## src/rtl/i2c_bc_pkg.sv

```systemverilog
package i2c_bc_pkg;
  typedef enum logic [2:0] {
    ST_IDLE,
    ST_REL,
    ST_PLO,
    ST_PHI,
    ST_START,
    ST_LOW,
    ST_STOPC,
    ST_WAIT
  } bc_state_e;

  localparam logic [1:0] BUS_BUSY = 2'b11;
endpackage

```

## src/rtl/i2c_bc_sync.sv

```systemverilog
module i2c_bc_sync #(
  parameter int STAGES  = 2,
  parameter bit RST_VAL = 1'b1
) (
  input  logic clk_i,
  input  logic rst_ni,
  input  logic d_i,
  output logic q_o
);
  generate
    if (STAGES == 0) begin : g_pass
      assign q_o = d_i;
    end else begin : g_chain
      logic [STAGES-1:0] r_q;
      always_ff @(posedge clk_i or negedge rst_ni) begin
        if (!rst_ni) begin
          r_q <= {STAGES{RST_VAL}};
        end else begin
          r_q[0] <= d_i;
          for (int i = 1; i < STAGES; i++) r_q[i] <= r_q[i-1];
        end
      end
      assign q_o = r_q[STAGES-1];
    end
  endgenerate
endmodule

```

## src/rtl/i2c_bc_timer.sv

```systemverilog
module i2c_bc_timer #(
  parameter int MAX_LOAD = 1000
) (
  input  logic                          clk_i,
  input  logic                          rst_ni,
  input  logic                          ld_i,
  input  logic [$clog2(MAX_LOAD+1)-1:0] val_i,
  output logic                          zero_o
);
  localparam int W = $clog2(MAX_LOAD + 1);

  logic [W-1:0] cnt_q;

  always_ff @(posedge clk_i or negedge rst_ni) begin
    if (!rst_ni)             cnt_q <= '0;
    else if (ld_i)           cnt_q <= val_i;
    else if (cnt_q != '0)    cnt_q <= cnt_q - 1'b1;
  end

  assign zero_o = (cnt_q == '0);

  // the count never rises on its own
  assert_tmr_monotonic_R11: assert property (@(posedge clk_i) disable iff (!rst_ni)
    !ld_i |=> (cnt_q <= $past(cnt_q)));
endmodule

```

## src/rtl/i2c_bc_ctr.sv

```systemverilog
module i2c_bc_ctr #(
  parameter int MAX = 255
) (
  input  logic                     clk_i,
  input  logic                     rst_ni,
  input  logic                     clr_i,
  input  logic                     inc_i,
  output logic [$clog2(MAX+1)-1:0] q_o
);
  localparam int W = $clog2(MAX + 1);

  logic [W-1:0] q_q;

  always_ff @(posedge clk_i or negedge rst_ni) begin
    if (!rst_ni)     q_q <= '0;
    else if (clr_i)  q_q <= '0;
    else if (inc_i)  q_q <= q_q + 1'b1;
  end

  assign q_o = q_q;

  // attempt and pulse counts stay inside their limit
  assert_ctr_bound_R6: assert property (@(posedge clk_i) disable iff (!rst_ni)
    q_q <= W'(MAX));
endmodule

```

## src/rtl/i2c_bus_clear.sv

```systemverilog
module i2c_bus_clear
  import i2c_bc_pkg::*;
#(
  parameter int CYC_PER_US  = 250,
  parameter int MS_US       = 1000,
  parameter int MAX_TRIES   = 255,
  parameter int MAX_PULSES  = 9,
  parameter int SYNC_STAGES = 2
) (
  input  logic       clk_i,
  input  logic       rst_ni,
  input  logic       start_i,
  input  logic       full_mode_i,
  input  logic       mst_en_we_i,
  input  logic       mst_en_wd_i,
  input  logic [1:0] bus_state_i,
  input  logic       sda_i,
  output logic       busy_o,
  output logic       done_o,
  output logic       timeout_o,
  output logic       mst_en_o,
  output logic       sda_oe_o,
  output logic       scl_oe_o,
  output logic       sda_out_o,
  output logic       scl_out_o
);
  localparam int MS_CYC = CYC_PER_US * MS_US;
  localparam int TMW    = $clog2(MS_CYC + 1);
  localparam int TRW    = $clog2(MAX_TRIES + 1);
  localparam int PLW    = $clog2(MAX_PULSES + 1);
  localparam logic [TMW-1:0] US_LD = TMW'(CYC_PER_US - 1);
  localparam logic [TMW-1:0] MS_LD = TMW'(MS_CYC - 1);

  bc_state_e      st_q, st_d;
  logic           tmr_ld, tmr_zero;
  logic [TMW-1:0] tmr_val;
  logic           try_clr, try_inc, pls_clr, pls_inc;
  logic [TRW-1:0] try_q;
  logic [PLW-1:0] pls_q;
  logic           finish, give_up;
  logic           sda_s;
  logic           saved_q, full_q, mst_en_q, done_q, tmo_q;
  logic           sda_oe_q, scl_oe_q;

  i2c_bc_sync #(.STAGES(SYNC_STAGES), .RST_VAL(1'b1)) u_sync (
    .clk_i (clk_i), .rst_ni(rst_ni), .d_i(sda_i), .q_o(sda_s)
  );

  i2c_bc_timer #(.MAX_LOAD(MS_CYC)) u_tmr (
    .clk_i (clk_i), .rst_ni(rst_ni), .ld_i(tmr_ld), .val_i(tmr_val), .zero_o(tmr_zero)
  );

  i2c_bc_ctr #(.MAX(MAX_TRIES)) u_try (
    .clk_i (clk_i), .rst_ni(rst_ni), .clr_i(try_clr), .inc_i(try_inc), .q_o(try_q)
  );

  i2c_bc_ctr #(.MAX(MAX_PULSES)) u_pls (
    .clk_i (clk_i), .rst_ni(rst_ni), .clr_i(pls_clr), .inc_i(pls_inc), .q_o(pls_q)
  );

  // pulse while SDA is held low and the pulse budget remains
  logic want_pulse;
  assign want_pulse = full_q && !sda_s && (pls_q < PLW'(MAX_PULSES));

  always_comb begin
    st_d    = st_q;
    tmr_ld  = 1'b0;
    tmr_val = '0;
    try_clr = 1'b0;
    try_inc = 1'b0;
    pls_clr = 1'b0;
    pls_inc = 1'b0;
    finish  = 1'b0;
    give_up = 1'b0;
    unique case (st_q)
      ST_IDLE: if (start_i) begin
        st_d = ST_REL; tmr_ld = 1'b1; tmr_val = US_LD;
        try_clr = 1'b1; pls_clr = 1'b1;
      end
      ST_REL, ST_PHI: if (tmr_zero) begin
        tmr_ld = 1'b1; tmr_val = US_LD;
        if (want_pulse) begin
          st_d = ST_PLO; pls_inc = 1'b1;
        end else begin
          st_d = ST_START;
        end
      end
      ST_PLO:   if (tmr_zero) begin st_d = ST_PHI;   tmr_ld = 1'b1; tmr_val = US_LD; end
      ST_START: if (tmr_zero) begin st_d = ST_LOW;   tmr_ld = 1'b1; tmr_val = US_LD; end
      ST_LOW:   if (tmr_zero) begin st_d = ST_STOPC; tmr_ld = 1'b1; tmr_val = US_LD; end
      ST_STOPC: if (tmr_zero) begin st_d = ST_WAIT;  tmr_ld = 1'b1; tmr_val = MS_LD; end
      ST_WAIT: if (tmr_zero) begin
        try_inc = 1'b1;
        if (bus_state_i == BUS_BUSY) begin
          if (try_q == TRW'(MAX_TRIES - 1)) begin
            st_d = ST_IDLE; give_up = 1'b1;
          end else begin
            st_d = ST_REL; tmr_ld = 1'b1; tmr_val = US_LD; pls_clr = 1'b1;
          end
        end else begin
          st_d = ST_IDLE; finish = 1'b1;
        end
      end
      default: st_d = ST_IDLE;
    endcase
  end

  always_ff @(posedge clk_i or negedge rst_ni) begin
    if (!rst_ni) begin
      st_q     <= ST_IDLE;
      saved_q  <= 1'b0;
      full_q   <= 1'b0;
      mst_en_q <= 1'b0;
      done_q   <= 1'b0;
      tmo_q    <= 1'b0;
      sda_oe_q <= 1'b0;
      scl_oe_q <= 1'b0;
    end else begin
      st_q     <= st_d;
      done_q   <= finish | give_up;
      sda_oe_q <= (st_d == ST_START) || (st_d == ST_LOW) || (st_d == ST_STOPC);
      scl_oe_q <= (st_d == ST_PLO) || (st_d == ST_LOW);
      if (st_q == ST_IDLE && start_i) begin
        saved_q  <= mst_en_q;
        mst_en_q <= 1'b0;
        full_q   <= full_mode_i;
        tmo_q    <= 1'b0;
      end else if (st_q == ST_IDLE && mst_en_we_i) begin
        mst_en_q <= mst_en_wd_i;
      end
      if (give_up) tmo_q <= 1'b1;
      if (finish && saved_q) mst_en_q <= 1'b1;
    end
  end

  assign busy_o    = (st_q != ST_IDLE);
  assign done_o    = done_q;
  assign timeout_o = tmo_q;
  assign mst_en_o  = mst_en_q;
  assign sda_oe_o  = sda_oe_q;
  assign scl_oe_o  = scl_oe_q;
  assign sda_out_o = 1'b0;
  assign scl_out_o = 1'b0;

  assert_oe_idle_R1: assert property (@(posedge clk_i) disable iff (!rst_ni)
    !busy_o |-> (!sda_oe_o && !scl_oe_o));

  assert_mst_off_busy_R2: assert property (@(posedge clk_i) disable iff (!rst_ni)
    busy_o |-> !mst_en_o);

  assert_start_form_R3: assert property (@(posedge clk_i) disable iff (!rst_ni)
    $rose(sda_oe_o) |-> !scl_oe_o);

  assert_stop_order_R4: assert property (@(posedge clk_i) disable iff (!rst_ni)
    $fell(sda_oe_o) |-> !scl_oe_o);

  assert_tmo_at_end_R6: assert property (@(posedge clk_i) disable iff (!rst_ni)
    $rose(timeout_o) |-> done_o);

  assert_pulse_no_sda_R8: assert property (@(posedge clk_i) disable iff (!rst_ni)
    $rose(scl_oe_o) && !sda_oe_o |-> full_q);

  assert_done_pulse_R9: assert property (@(posedge clk_i) disable iff (!rst_ni)
    done_o |=> !done_o);
endmodule

```

## config.mk

```make
export PLATFORM = sky130hd
export DESIGN_NAME = i2c_bus_clear
export DESIGN_NICKNAME = d
export VERILOG_FILES = /design/src/rtl/i2c_bc_pkg.sv /design/src/rtl/i2c_bc_sync.sv /design/src/rtl/i2c_bc_timer.sv /design/src/rtl/i2c_bc_ctr.sv /design/src/rtl/i2c_bus_clear.sv
export SDC_FILE = /design/constraint.sdc
export NUM_CORES = 1
export LEC_CHECK = 0
export BUFFER_PORTS_ARGS = -buffer_cell sky130_fd_sc_hd__buf_2
export CAP_MARGIN = 20
export CORE_AREA = 3 3 82 84
export DETAILED_ROUTE_END_ITERATION = 12
export DIE_AREA = 0 0 85 87
export PLACE_DENSITY = 0.67
export SLEW_MARGIN = 20
export SYNTH_ARGS = -nofsm -noshare
export SYNTH_HDL_FRONTEND = slang
export SYNTH_HIERARCHICAL = 1
export SYNTH_SLANG_ARGS = --single-unit
```

## constraint.sdc

```tcl
create_clock -name clk_i -period 5.9 [get_ports clk_i]
set_input_delay 0.885 -clock clk_i [delete_from_list [all_inputs] [get_ports clk_i]]
set_output_delay 0.885 -clock clk_i [all_outputs]
set_load 0.005 [all_outputs]
```

==> results of run 1 <==
cells by family after synthesis:
group           after synthesis
flops                        42
xor+xnor                     13
simple gates                 97
mux                           6
fa+ha+maj                     3
compound gates               62
other cells                   1
buf+inv                      24
layout make-up:
cell class                 count  area, sq um
fill                         555         3309
multi-input combinational    188         1269
sequential                    42         1054
tap                           75        93.84
clock buffer                   6        82.58
timing repair buffer          15        77.57
clock inverter                 2        60.06
inverter                      12        45.04
through the flow:
stage | hold slack (ns) | power [mW] | cell area (sq um) | setup WS, ns | utilization [%]
global route | 0.3624 | 0.6084 | 2681 | 1.974 | 44.76
global placement | 0.3458 | 0.3069 | 2539 | 2.523 | 42.38
floorplan | 0.3452 | 0.2988 | 2444 | 3.035 | -
CTS | 0.3612 | 0.5957 | 2681 | 2.301 | 44.76
detailed placement | 0.3488 | 0.3073 | 2539 | 2.318 | 42.38
finish | 0.3602 | 0.5872 | 2681 | 2.216 | 44.76
power by group:
| part | total [mW] | internal [mW] | switching, mW |
|---|---|---|---|
| combinational | 0.0115 | 0.00338 | 0.00816 |
| clock | 0.286 | 0.181 | 0.106 |
| sequential | 0.289 | 0.289 | 0.000358 |
flip-flops by register name (all words and copies together) (netlist names):
register,cells
u_tmr/cnt_q,18
u_try/q_o,8
u_pls/q_o,4
st_q,3
u_sync/g_chain.r_q,2
done_o,1
full_q,1
mst_en_o,1
saved_q,1
scl_oe_o,1
sda_oe_o,1
timeout_o,1
metal layers:
| layer | vias to the layer above | GRT usage, % |
|---|---|---|
| met4 | 0 | 4.604 |
| li1 | 935 | - |
| met5 | - | 0 |
| met3 | 6 | 3.027 |
| met2 | 37 | 23.31 |
| met1 | 924 | 18.93 |
final timing paths:
check | cells past startpoint | endpoint
worst min register to register | 0 | u_sync/g_chain.r_q[1]
min in group asynchronous | 1 | u_tmr/cnt_q[14]
max in group asynchronous | 1 | u_pls/q_o[0]
worst max register to register | 9 | u_tmr/cnt_q[15]
worst max-delay path | 9 | u_tmr/cnt_q[15]
worst min-delay path | 0 | u_sync/g_chain.r_q[1]
Yosys cell counts, drive strengths merged, types with 2 or more instances:
master / instances / share of area, %
nand2: 20 / 3.2
clkbuf: 4 / 0.62
buf: 8 / 2.7
a31oi: 2 / 0.52
o31ai: 14 / 4.9
ha: 3 / 1.6
dfrtp: 40 / 41
o21ai: 12 / 2.5
nor2b: 5 / 1.3
mux2i: 3 / 1.2
xnor2: 5 / 1.8
o211a: 2 / 0.83
nand3: 7 / 1.4
nor4: 5 / 1.9
or3: 6 / 1.6
nand2b: 3 / 0.88
and3: 2 / 0.52
nor2: 22 / 3.5
nand4b: 2 / 0.72
a2111oi: 2 / 0.83
nand4: 8 / 2.1
a21oi: 14 / 3.0
nand3b: 2 / 0.62
dfstp: 2 / 2.2
inv: 11 / 1.7
nor3: 10 / 3.2
mux2: 3 / 1.6
xor2: 8 / 2.9
o2111ai: 2 / 1.4
critical path, stage by stage (launching register included):
cell and delay, ns:
sky130_fd_sc_hd__dfrtp_1 0.41, sky130_fd_sc_hd__nor4_1 0.57, sky130_fd_sc_hd__nand4_1 0.39, sky130_fd_sc_hd__nor2_2 0.60, sky130_fd_sc_hd__nand2_1 0.20, sky130_fd_sc_hd__o21ai_2 0.17, sky130_fd_sc_hd__buf_4 0.31, sky130_fd_sc_hd__clkinv_1 0.32
sky130_fd_sc_hd__o211a_1 0.22, sky130_fd_sc_hd__a2111oi_1 0.35
==> results.md, run 1 <==
Outcome:
- The flow ran to the end, and the final reports show no timing, DRC or antenna violations.

Timing:
- The slew at the pin with the worst max-slew slack is 0.9419 ns.
- Setup violations remaining at the end of the flow were counted as 0.
- The final critical path takes up 62.45% of the cycle.
- The final max-slew violation count came to 0.
- The shortest clock period the worst path allows after layout is 3.684 ns.
- Setup repair after global routing left no endpoint under its margin.
- Between clock sinks in the finished design, the worst skew comes to 0.005279 ns.
- The final-layout setup total negative slack is 0 ns.
- The total count of hold-check failures in the final report is 0.
- The maximum frequency from static timing analysis is 0.2714 GHz.
- The max-slew headroom at the worst pin is 37.20%.

Global route:
- The first global-routing pass estimated 8369 microns of wire.
- The number of global-route vias before repair is 1,712.
- For this run the aggregate overflow at the end of global routing stands at 0.
- The initial antenna violation count was 0.
- In the global route stage, overall resource usage came out at 14.27%.
- The maximum number of pins on one net before global-route repair is 43.

Clock tree:
- Buffers inserted during clock tree synthesis total 5.
- The number of buffers on the longest clock path is 2.
- The insertion delay to the later sink of the worst-skew pair is 0.30 ns.
- CTS built an H-tree with a depth of 2.
- The clock net sink count is 42.
- After clock tree synthesis, the clock-pin slew on the worst setup and hold paths is 0.08 ns.
- Once the clock tree was built, the resizer swapped 0 gates to a different size.
- The cell sitting at the root of the clock tree is a sky130_fd_sc_hd__clkbuf_8.
- Buffers added to address setup during post-CTS repair amount to 0.
- TritonCTS built the clock tree.
- In this run, post-CTS hold repair placed 0 buffers.

Cells and area:
- The area growth from synthesis to layout is 10.75%.
- 0 antenna diodes ended up in the layout.
- The commonest non-fill, non-tap cell in the layout is sky130_fd_sc_hd__dfrtp_1.
- Leaving out fill and tap cells, the most frequent cells in the layout are sky130_fd_sc_hd__dfrtp_1 (40), sky130_fd_sc_hd__nor2_1 (21), sky130_fd_sc_hd__nand2_1 (19), sky130_fd_sc_hd__buf_2 (14).
- The post-route netlist has 16.60% of its cells at a drive strength greater than 1.
- The net count of the finished layout is 276.
- The post-route non-filler standard cell count is 340.

Placement:
- The routability congestion estimate is 0.8410.
- The count of buffers inserted at the top-level ports is 14.
- The final HPWL from detailed placement is 3360 microns.
- The number of cells in the design after placement is 332.

Pwr:
- IR analysis of the VDD net gives a maximum drop of 0.1332 mV.
- Summed over all cells, the static leakage comes to 0.9928 nW.
- The cell area power density is 219.0 nW/um^2.

Yosys:
- The fraction of registers with async set or reset after synthesis is 100.0%.
- The part of the Yosys area used for sequential elements is 43.51%.
- Summing every instance area after synthesis gives 2421 sq um.
- Summing the areas of all fa, ha and maj instances in the mapped netlist gives 1.550% of the synthesized area.
- The netlist uses 62 different library cells.
- For this run, the leading register cell type out of synthesis is sky130_fd_sc_hd__dfrtp_1.
- The dominant combinational cell family by area after synthesis is simple AND/OR/NAND/NOR gates.
- The simple-gate portion of the synthesized area is 22.79%.
- The synthesized design contains 42 register bits.
- For this run, the number of Yosys warnings is 6.
- The synthesized instance count is 248.
- In the synthesized netlist, mux cells make up 2.791% of the area.
- Summing the areas of all compound-gate instances in the mapped netlist gives 19.33% of the synthesized area.
- After synthesis, the mean cell area works out to 9.762 sq um.
- The number of flops mapped to enable cells by yosys is 0.
- Of the total synthesized cell area, the portion taken by XOR and XNOR cells is 4.703%.

Worst setup path:
- Tracing the worst setup path back leads to its startpoint at u_tmr/cnt_q[16].
- Across all register-to-register paths, the minimum setup slack is 2.22 ns.
- STA puts the critical path data required time at 6.09 ns.
- The data arrival time of the critical path is 3.87 ns.
- The critical register-to-register path startpoint is u_tmr/cnt_q[16].
- The maximum net fanout on the critical path is 34.
- The type of element launching the critical path is a flip-flop.
- The worst setup path is captured at a flip-flop.
- The worst setup path category is reg -> reg.

Job:
- The max-capacitance violation count is 0.

Detailed routing:
- The total via count in the routed design is 1,902.
- The wire length per cell after detailed routing is 14.34 microns.
- The DRC marker count from the first detailed-route iteration is 137.
- The count of TritonRoute iterations in the first routing pass is 4.
- The number of vias per cell after detailed routing is 5.594.
- Detailed routing placed a total of 223 microns of wire on met3.
- The remaining number of nets flagged by the antenna check after routing is 0.
- Detailed routing placed a total of 2280 microns of wire on met2.
- After detailed routing, the number of remaining DRC violations is 0.
- The detailed-routing wirelength on met1 is 2304 microns.
- The uppermost metal layer occupied by signal nets is met4.
- The routed wire length is 4875 microns.

Die:
- The floorplan step set the die width to 85 microns.
- Once the floorplan was initialized, standard cells occupied 40.41% of the core.
- The core outline area is 5991 sq um.
- The die extent in y is 87 microns.
- The number of top-level design ports is 17.
- The count of standard-cell rows is 28.
- The die covers 7395 sq um.

Hold path:
- The launch instance of the worst min-delay path is u_sync/g_chain.r_q[0].
- The path class of the lowest-slack min-delay path is reg -> reg.
Power figures use the tool's default switching activity.
==> run 2, diff against run 1 <==
--- a/config.mk
+++ b/config.mk
@@ -5,12 +5,13 @@
 export SDC_FILE = /design/constraint.sdc
 export NUM_CORES = 1
 export LEC_CHECK = 0
+export ABC_AREA = 1
 export BUFFER_PORTS_ARGS = -buffer_cell sky130_fd_sc_hd__buf_2
 export CAP_MARGIN = 20
-export CORE_AREA = 3 3 82 84
+export CORE_AREA = 3 3 86 88
 export DETAILED_ROUTE_END_ITERATION = 12
-export DIE_AREA = 0 0 85 87
-export PLACE_DENSITY = 0.67
+export DIE_AREA = 0 0 89 91
+export PLACE_DENSITY = 0.66
 export SLEW_MARGIN = 20
 export SYNTH_ARGS = -nofsm -noshare
 export SYNTH_HDL_FRONTEND = slang
==> constraint.sdc (replaced) <==
create_clock -name clk_i -period 3.7 [get_ports clk_i]
set_input_delay 0.555 -clock clk_i [delete_from_list [all_inputs] [get_ports clk_i]]
set_output_delay 0.555 -clock clk_i [all_outputs]
set_load 0.005 [all_outputs]
==> run 2 against run 1 <==
Net effect: first-iteration DRC count down 34%; global-route usage up 0.79 points; critical path depth up 4; power rose by 62%; non-clock buffer count increased by 1; count of clock-buffer cells in the layout is the same; worst hold slack got worse by 0.12 ns; synthesized cell count is 48% higher; sequential cell count unchanged; sequential power rose by 62%; register-to-register slack worse by 1.5 ns; largest cell class unchanged.
==> results.md, run 2 <==
Outcome:
- Run status: complete, no violations (unchanged).

Yosys:
- The post-synthesis average cell area came to 7.193 sq um (was 9.762 sq um).
- Largest cells by area after synthesis: sky130_fd_sc_hd__dfrtp_1 (38%), sky130_fd_sc_hd__nand2_1 (13%), sky130_fd_sc_hd__nor2_1 (6.8%) (was sky130_fd_sc_hd__dfrtp_1 (41%), sky130_fd_sc_hd__o31ai_1 (4.0%), sky130_fd_sc_hd__nor2_1 (3.3%)).
- The part of the Yosys area used for sequential elements is 40.02% (was 43.51%).
- The cell taking the most area after synthesis is sky130_fd_sc_hd__dfrtp_1 (unchanged).
- The area of the mapped netlist is 2633 sq um (was 2421 sq um).
- The post-synthesis register bit count was 42 (unchanged).
- The fraction of registers with async set or reset after synthesis is 100.0% (unchanged).
- The most used flip-flop cell after synthesis is sky130_fd_sc_hd__dfrtp_1 (unchanged).
- The share of Yosys cell area claimed by the top area cell type came to 38.02% (was 41.34%).
- The number of flops mapped to enable cells by yosys is 0 (unchanged).
- The count of unique library cells instantiated by Yosys is 33 (was 62).
- Leading post-synthesis cells by instance count: sky130_fd_sc_hd__nand2_1 (92), sky130_fd_sc_hd__nor2_1 (48), sky130_fd_sc_hd__dfrtp_1 (40), sky130_fd_sc_hd__inv_1 (40), sky130_fd_sc_hd__nand3_1 (32) (was sky130_fd_sc_hd__dfrtp_1 (40), sky130_fd_sc_hd__nor2_1 (21), sky130_fd_sc_hd__nand2_1 (19)).
- The yosys synthesis warning count is 6 (unchanged).
- The most frequent cell after synthesis is sky130_fd_sc_hd__nand2_1 (was sky130_fd_sc_hd__dfrtp_1).
- The synthesized instance count is 366 (was 248).

Clock tree:
- The TritonCTS clock tree is yes (unchanged).
- The number of buffers on the longest clock path is 2 (unchanged).
- The quantity of gates resized following cts is 0 (unchanged).
- The insertion delay to the later sink of the worst-skew pair is 0.30 ns (about the same).
- The number of buffers added to fix hold violations after cts is 0 (unchanged).
- The register clock-pin slew on the reported worst setup and hold paths came to 0.08 ns (about the same).
- The buffer count from post-CTS setup fixing came to 0 (unchanged).
- The clock net sink count was 42 (unchanged).
- The number of levels in the clock H-tree is 2 (unchanged).
- The clock buffer count from CTS was 5 (unchanged).
- The cell at the root of the clock tree is sky130_fd_sc_hd__clkbuf_8 (unchanged).

Worst setup path:
- The worst setup path category is reg -> reg (unchanged).
- The critical path endpoint category is a flip-flop (unchanged).
- The worst endpoint required time is 3.91 ns (was 6.09 ns).
- The type of element launching the critical path is a flip-flop (unchanged).
- The stage delay of the slowest cell on the critical path is 0.37 ns (was 0.60 ns).
- The slowest library cell on the worst path is sky130_fd_sc_hd__dfrtp_1 (was sky130_fd_sc_hd__nor2_2).
- The buffer and inverter count on the worst path is 3 (was 2).
- The data arrival time of the critical path is 3.24 ns (was 3.87 ns).
- The kind of cell with the highest combined delay on the critical path is simple AND/OR/NAND/NOR gates (unchanged).
- The maximum net fanout on the critical path was 22 (was 34).
- Ordered list of cells on the worst path: inv_1 -> ha_1 -> nand2_4 -> nor2_8 -> nand4_1 -> nor2_2 -> nand4_1 -> nand3_2 -> or2_2 -> inv_2 -> nand4_4 -> inv_2 -> a21oi_1 (was nor4_1 -> nand4_1 -> nor2_2 -> nand2_1 -> o21ai_2 -> buf_4 -> clkinv_1 -> o211a_1 -> a2111oi_1).

Timing:
- The number of failing setup endpoints in the final timing report came to 0 (unchanged).
- The slew at the pin with the worst max-slew slack is 0.6432 ns (was 0.9419 ns).
- The post-route worst hold slack is 0.2372 ns (was 0.3602 ns).
- The post-route clock period utilization is 81.75% (was 62.45%).
- Unrepaired setup endpoints after global routing: false (unchanged).
- The shortest clock period the worst path allows after layout is 3.025 ns (was 3.684 ns).
- The final-layout setup total negative slack came to 0 ns (unchanged).
- The total count of hold-check failures in the final report was 0 (unchanged).
- The final max-slew violation count is 0 (unchanged).
- The maximum clock skew at final layout is 0.01109 ns (was 0.005279 ns).
- The maximum frequency from static timing analysis was 0.3306 GHz (was 0.2714 GHz).
- The max-slew headroom at the worst pin was 56.79% (was 37.20%).

Detailed routing:
- The wire length on met2 is 2526 microns (was 2280 microns).
- The wire length per cell after detailed routing is 11.91 microns (was 14.34 microns).
- The count of TritonRoute iterations in the first routing pass is 4 (unchanged).
- The uppermost metal layer occupied by signal nets is met4 (unchanged).
- The number of vias per cell after detailed routing is 4.955 (was 5.594).
- The total via count in the routed design is 2,319 (was 1,902).
- The detailed-routing wirelength on met1 was 2720 microns (was 2304 microns).
- The DRC marker count from the first detailed-route iteration is 91 (was 137).
- The total length of routed met3 wires is 177 microns (was 223 microns).
- The remaining number of nets flagged by the antenna check after routing came to 0 (unchanged).
- The DRC violations left is 0 (unchanged).
- The routed wire length is 5576 microns (was 4875 microns).

Cells and area:
- The area growth from synthesis to layout is 12.02% (was 10.75%).
- Highest-count cells in the layout ignoring fill and taps: sky130_fd_sc_hd__nand2_1 (92), sky130_fd_sc_hd__nor2_1 (48), sky130_fd_sc_hd__inv_1 (40), sky130_fd_sc_hd__dfrtp_1 (40), sky130_fd_sc_hd__nand3_1 (32) (was sky130_fd_sc_hd__dfrtp_1 (40), sky130_fd_sc_hd__nor2_1 (21), sky130_fd_sc_hd__nand2_1 (19), sky130_fd_sc_hd__buf_2 (14)).
- The number of flip-flops in the largest register was 18 (unchanged).
- The register with the most flip-flops is u_tmr/cnt_q (unchanged).
- The net count of the finished layout is 399 (was 276).
- The post-route non-filler standard cell count is 468 (was 340).
- The filler cell count was 669 (was 555).
- The commonest non-fill, non-tap cell in the layout is sky130_fd_sc_hd__nand2_1 (was sky130_fd_sc_hd__dfrtp_1).
- The share of final-layout standard cells stronger than drive strength 1 was 16.24% (was 16.60%).
- The total inserted antenna cells is 0 (unchanged).

Placement:
- The routability congestion estimate is 0.8815 (was 0.8410).
- The count of buffers inserted at the top-level ports was 14 (unchanged).
- The number of cells in the design after placement is 459 (was 332).
- The final HPWL from detailed placement came to 4177 microns (was 3360 microns).

Pwr:
- The cell area power density was 323.0 nW/um^2 (was 219.0 nW/um^2).
- The worst-case vdd ir drop is 0.2085 mV (was 0.1332 mV).
- The total leakage power came to 1.477 nW (was 0.9928 nW).
- The total chip power was 952.6 uW (was 587.2 uW).

Global route:
- The global-route wire length before repair is 9894 microns (was 8369 microns).
- The global routing usage summed across all routing layers is 15.05% (was 14.27%).
- The number of global-route vias before repair is 2,203 (was 1,712).
- The overflow left after global routing is 0 (unchanged).
- The maximum number of pins on one net before global-route repair is 43 (unchanged).
- The initial antenna violation count is 0 (unchanged).

Die:
- The die outline area is 8099 sq um (was 7395 sq um).
- The number of top-level design ports is 17 (unchanged).
- The count of standard-cell rows is 30 (was 28).
- The die extent in y is 91 microns (was 87 microns).
- The core outline area came to 6719 sq um (was 5991 sq um).
- The initial core utilization is 39.18% (was 40.41%).
- The overall die width was 89 microns (was 85 microns).

Job:
- The max-capacitance violation count was 0 (unchanged).

Hold path:
- The path class of the lowest-slack min-delay path is in -> async (was reg -> reg).
[run 2: cell count changes in the layout (fill, tap and decap cells not counted), moves of 6 or more]
cell and change:
sky130_fd_sc_hd__nand2_1 +73, sky130_fd_sc_hd__inv_1 +29, sky130_fd_sc_hd__nor2_1 +27, sky130_fd_sc_hd__nand3_1 +25
sky130_fd_sc_hd__o31ai_1 -13, sky130_fd_sc_hd__a21oi_1 +11, sky130_fd_sc_hd__o21ai_1 +10, sky130_fd_sc_hd__inv_2 +7
sky130_fd_sc_hd__nor2_2 +7, sky130_fd_sc_hd__xor2_1 -7, sky130_fd_sc_hd__nand3_2 +6, sky130_fd_sc_hd__or3_1 -6
[run 2: per-layer routing]
metal | vias to the layer above | track usage (%)
li1 | 1198 | -
met1 | 1064 | 20.45
met2 | 42 | 23.21
met3 | 15 | 3.176
met4 | 0 | 5.831
met5 | - | 0
[run 2: cell families (layout without fill, tap and decap cells)]
logic type               count (synthesis)  count (layout)  synth area share, %
AND/OR/NAND/NOR                        214             214                39.59
XOR/XNOR                                 1               1               0.3328
AO/OA/AOI/OAI                           50              50                9.744
adder cells (fa/ha/maj)                  3               3                1.426
other                                    1               7               0.1424
buffers and inverters                   55              71                8.745
flip-flops                              42              42                40.02
[run 2: final cells by class]
cell class | instances | area [sq um] | area share, %
repair buffers | 16 | 105.1 | 3.564
clock buffers | 6 | 82.58 | 2.800
flip-flops and latches | 42 | 1054 | 35.72
inverters | 47 | 176.4 | 5.982
multi-input cells | 275 | 1371 | 46.50
well taps | 80 | 100.1 | 3.394
clock inverters | 2 | 60.06 | 2.036
[run 2: metrics by stage]
stage / worst slack [ns] / instance area, sq um / utilization (%)
5_1_grt: 0.4082 / 2949 / 43.89
3_3_place_gp: 0.8139 / 2779 / 41.36
4_1_cts: 0.6842 / 2922 / 43.48
6_report: 0.6753 / 2949 / 43.89
2_1_floorplan: 1.108 / 2655 / -
3_5_place_dp: 0.6959 / 2779 / 41.36
[run 2: where the power goes]
part	total, mW	switching [mW]	internal, mW	leakage, nW
Clock	0.454	0.166	0.288	0.0714
Sequential	0.467	0.00348	0.464	0.539
Combinational	0.0309	0.0202	0.0108	0.867
[run 2: final timing paths]
check	cells past startpoint	start	endpoint	slack [ns]
worst max-delay path	13	u_tmr/cnt_q[0]	u_tmr/cnt_q[2]	0.68
worst min-delay path	1	rst_ni	u_tmr/cnt_q[15]	0.24
worst max register to register	13	u_tmr/cnt_q[0]	u_tmr/cnt_q[2]	0.68
worst min register to register	0	u_sync/g_chain.r_q[0]	u_sync/g_chain.r_q[1]	0.36
max in group asynchronous	2	rst_ni	u_sync/g_chain.r_q[0]	2.89
min in group clk_i	1	sda_i	u_sync/g_chain.r_q[0]	0.35
[run 2: worst reg2reg max path, cell delays in order (launching register included)]
cell                      delay, ns
sky130_fd_sc_hd__dfrtp_1       0.37
sky130_fd_sc_hd__inv_1         0.10
sky130_fd_sc_hd__ha_1          0.27
sky130_fd_sc_hd__nand2_4       0.10
sky130_fd_sc_hd__nor2_8        0.18
sky130_fd_sc_hd__nand4_1       0.13
sky130_fd_sc_hd__nor2_2        0.36
sky130_fd_sc_hd__nand4_1       0.22
sky130_fd_sc_hd__nand3_2       0.15
sky130_fd_sc_hd__or2_2         0.37
sky130_fd_sc_hd__inv_2         0.24
sky130_fd_sc_hd__nand4_4       0.20
sky130_fd_sc_hd__inv_2         0.11
sky130_fd_sc_hd__a21oi_1       0.14
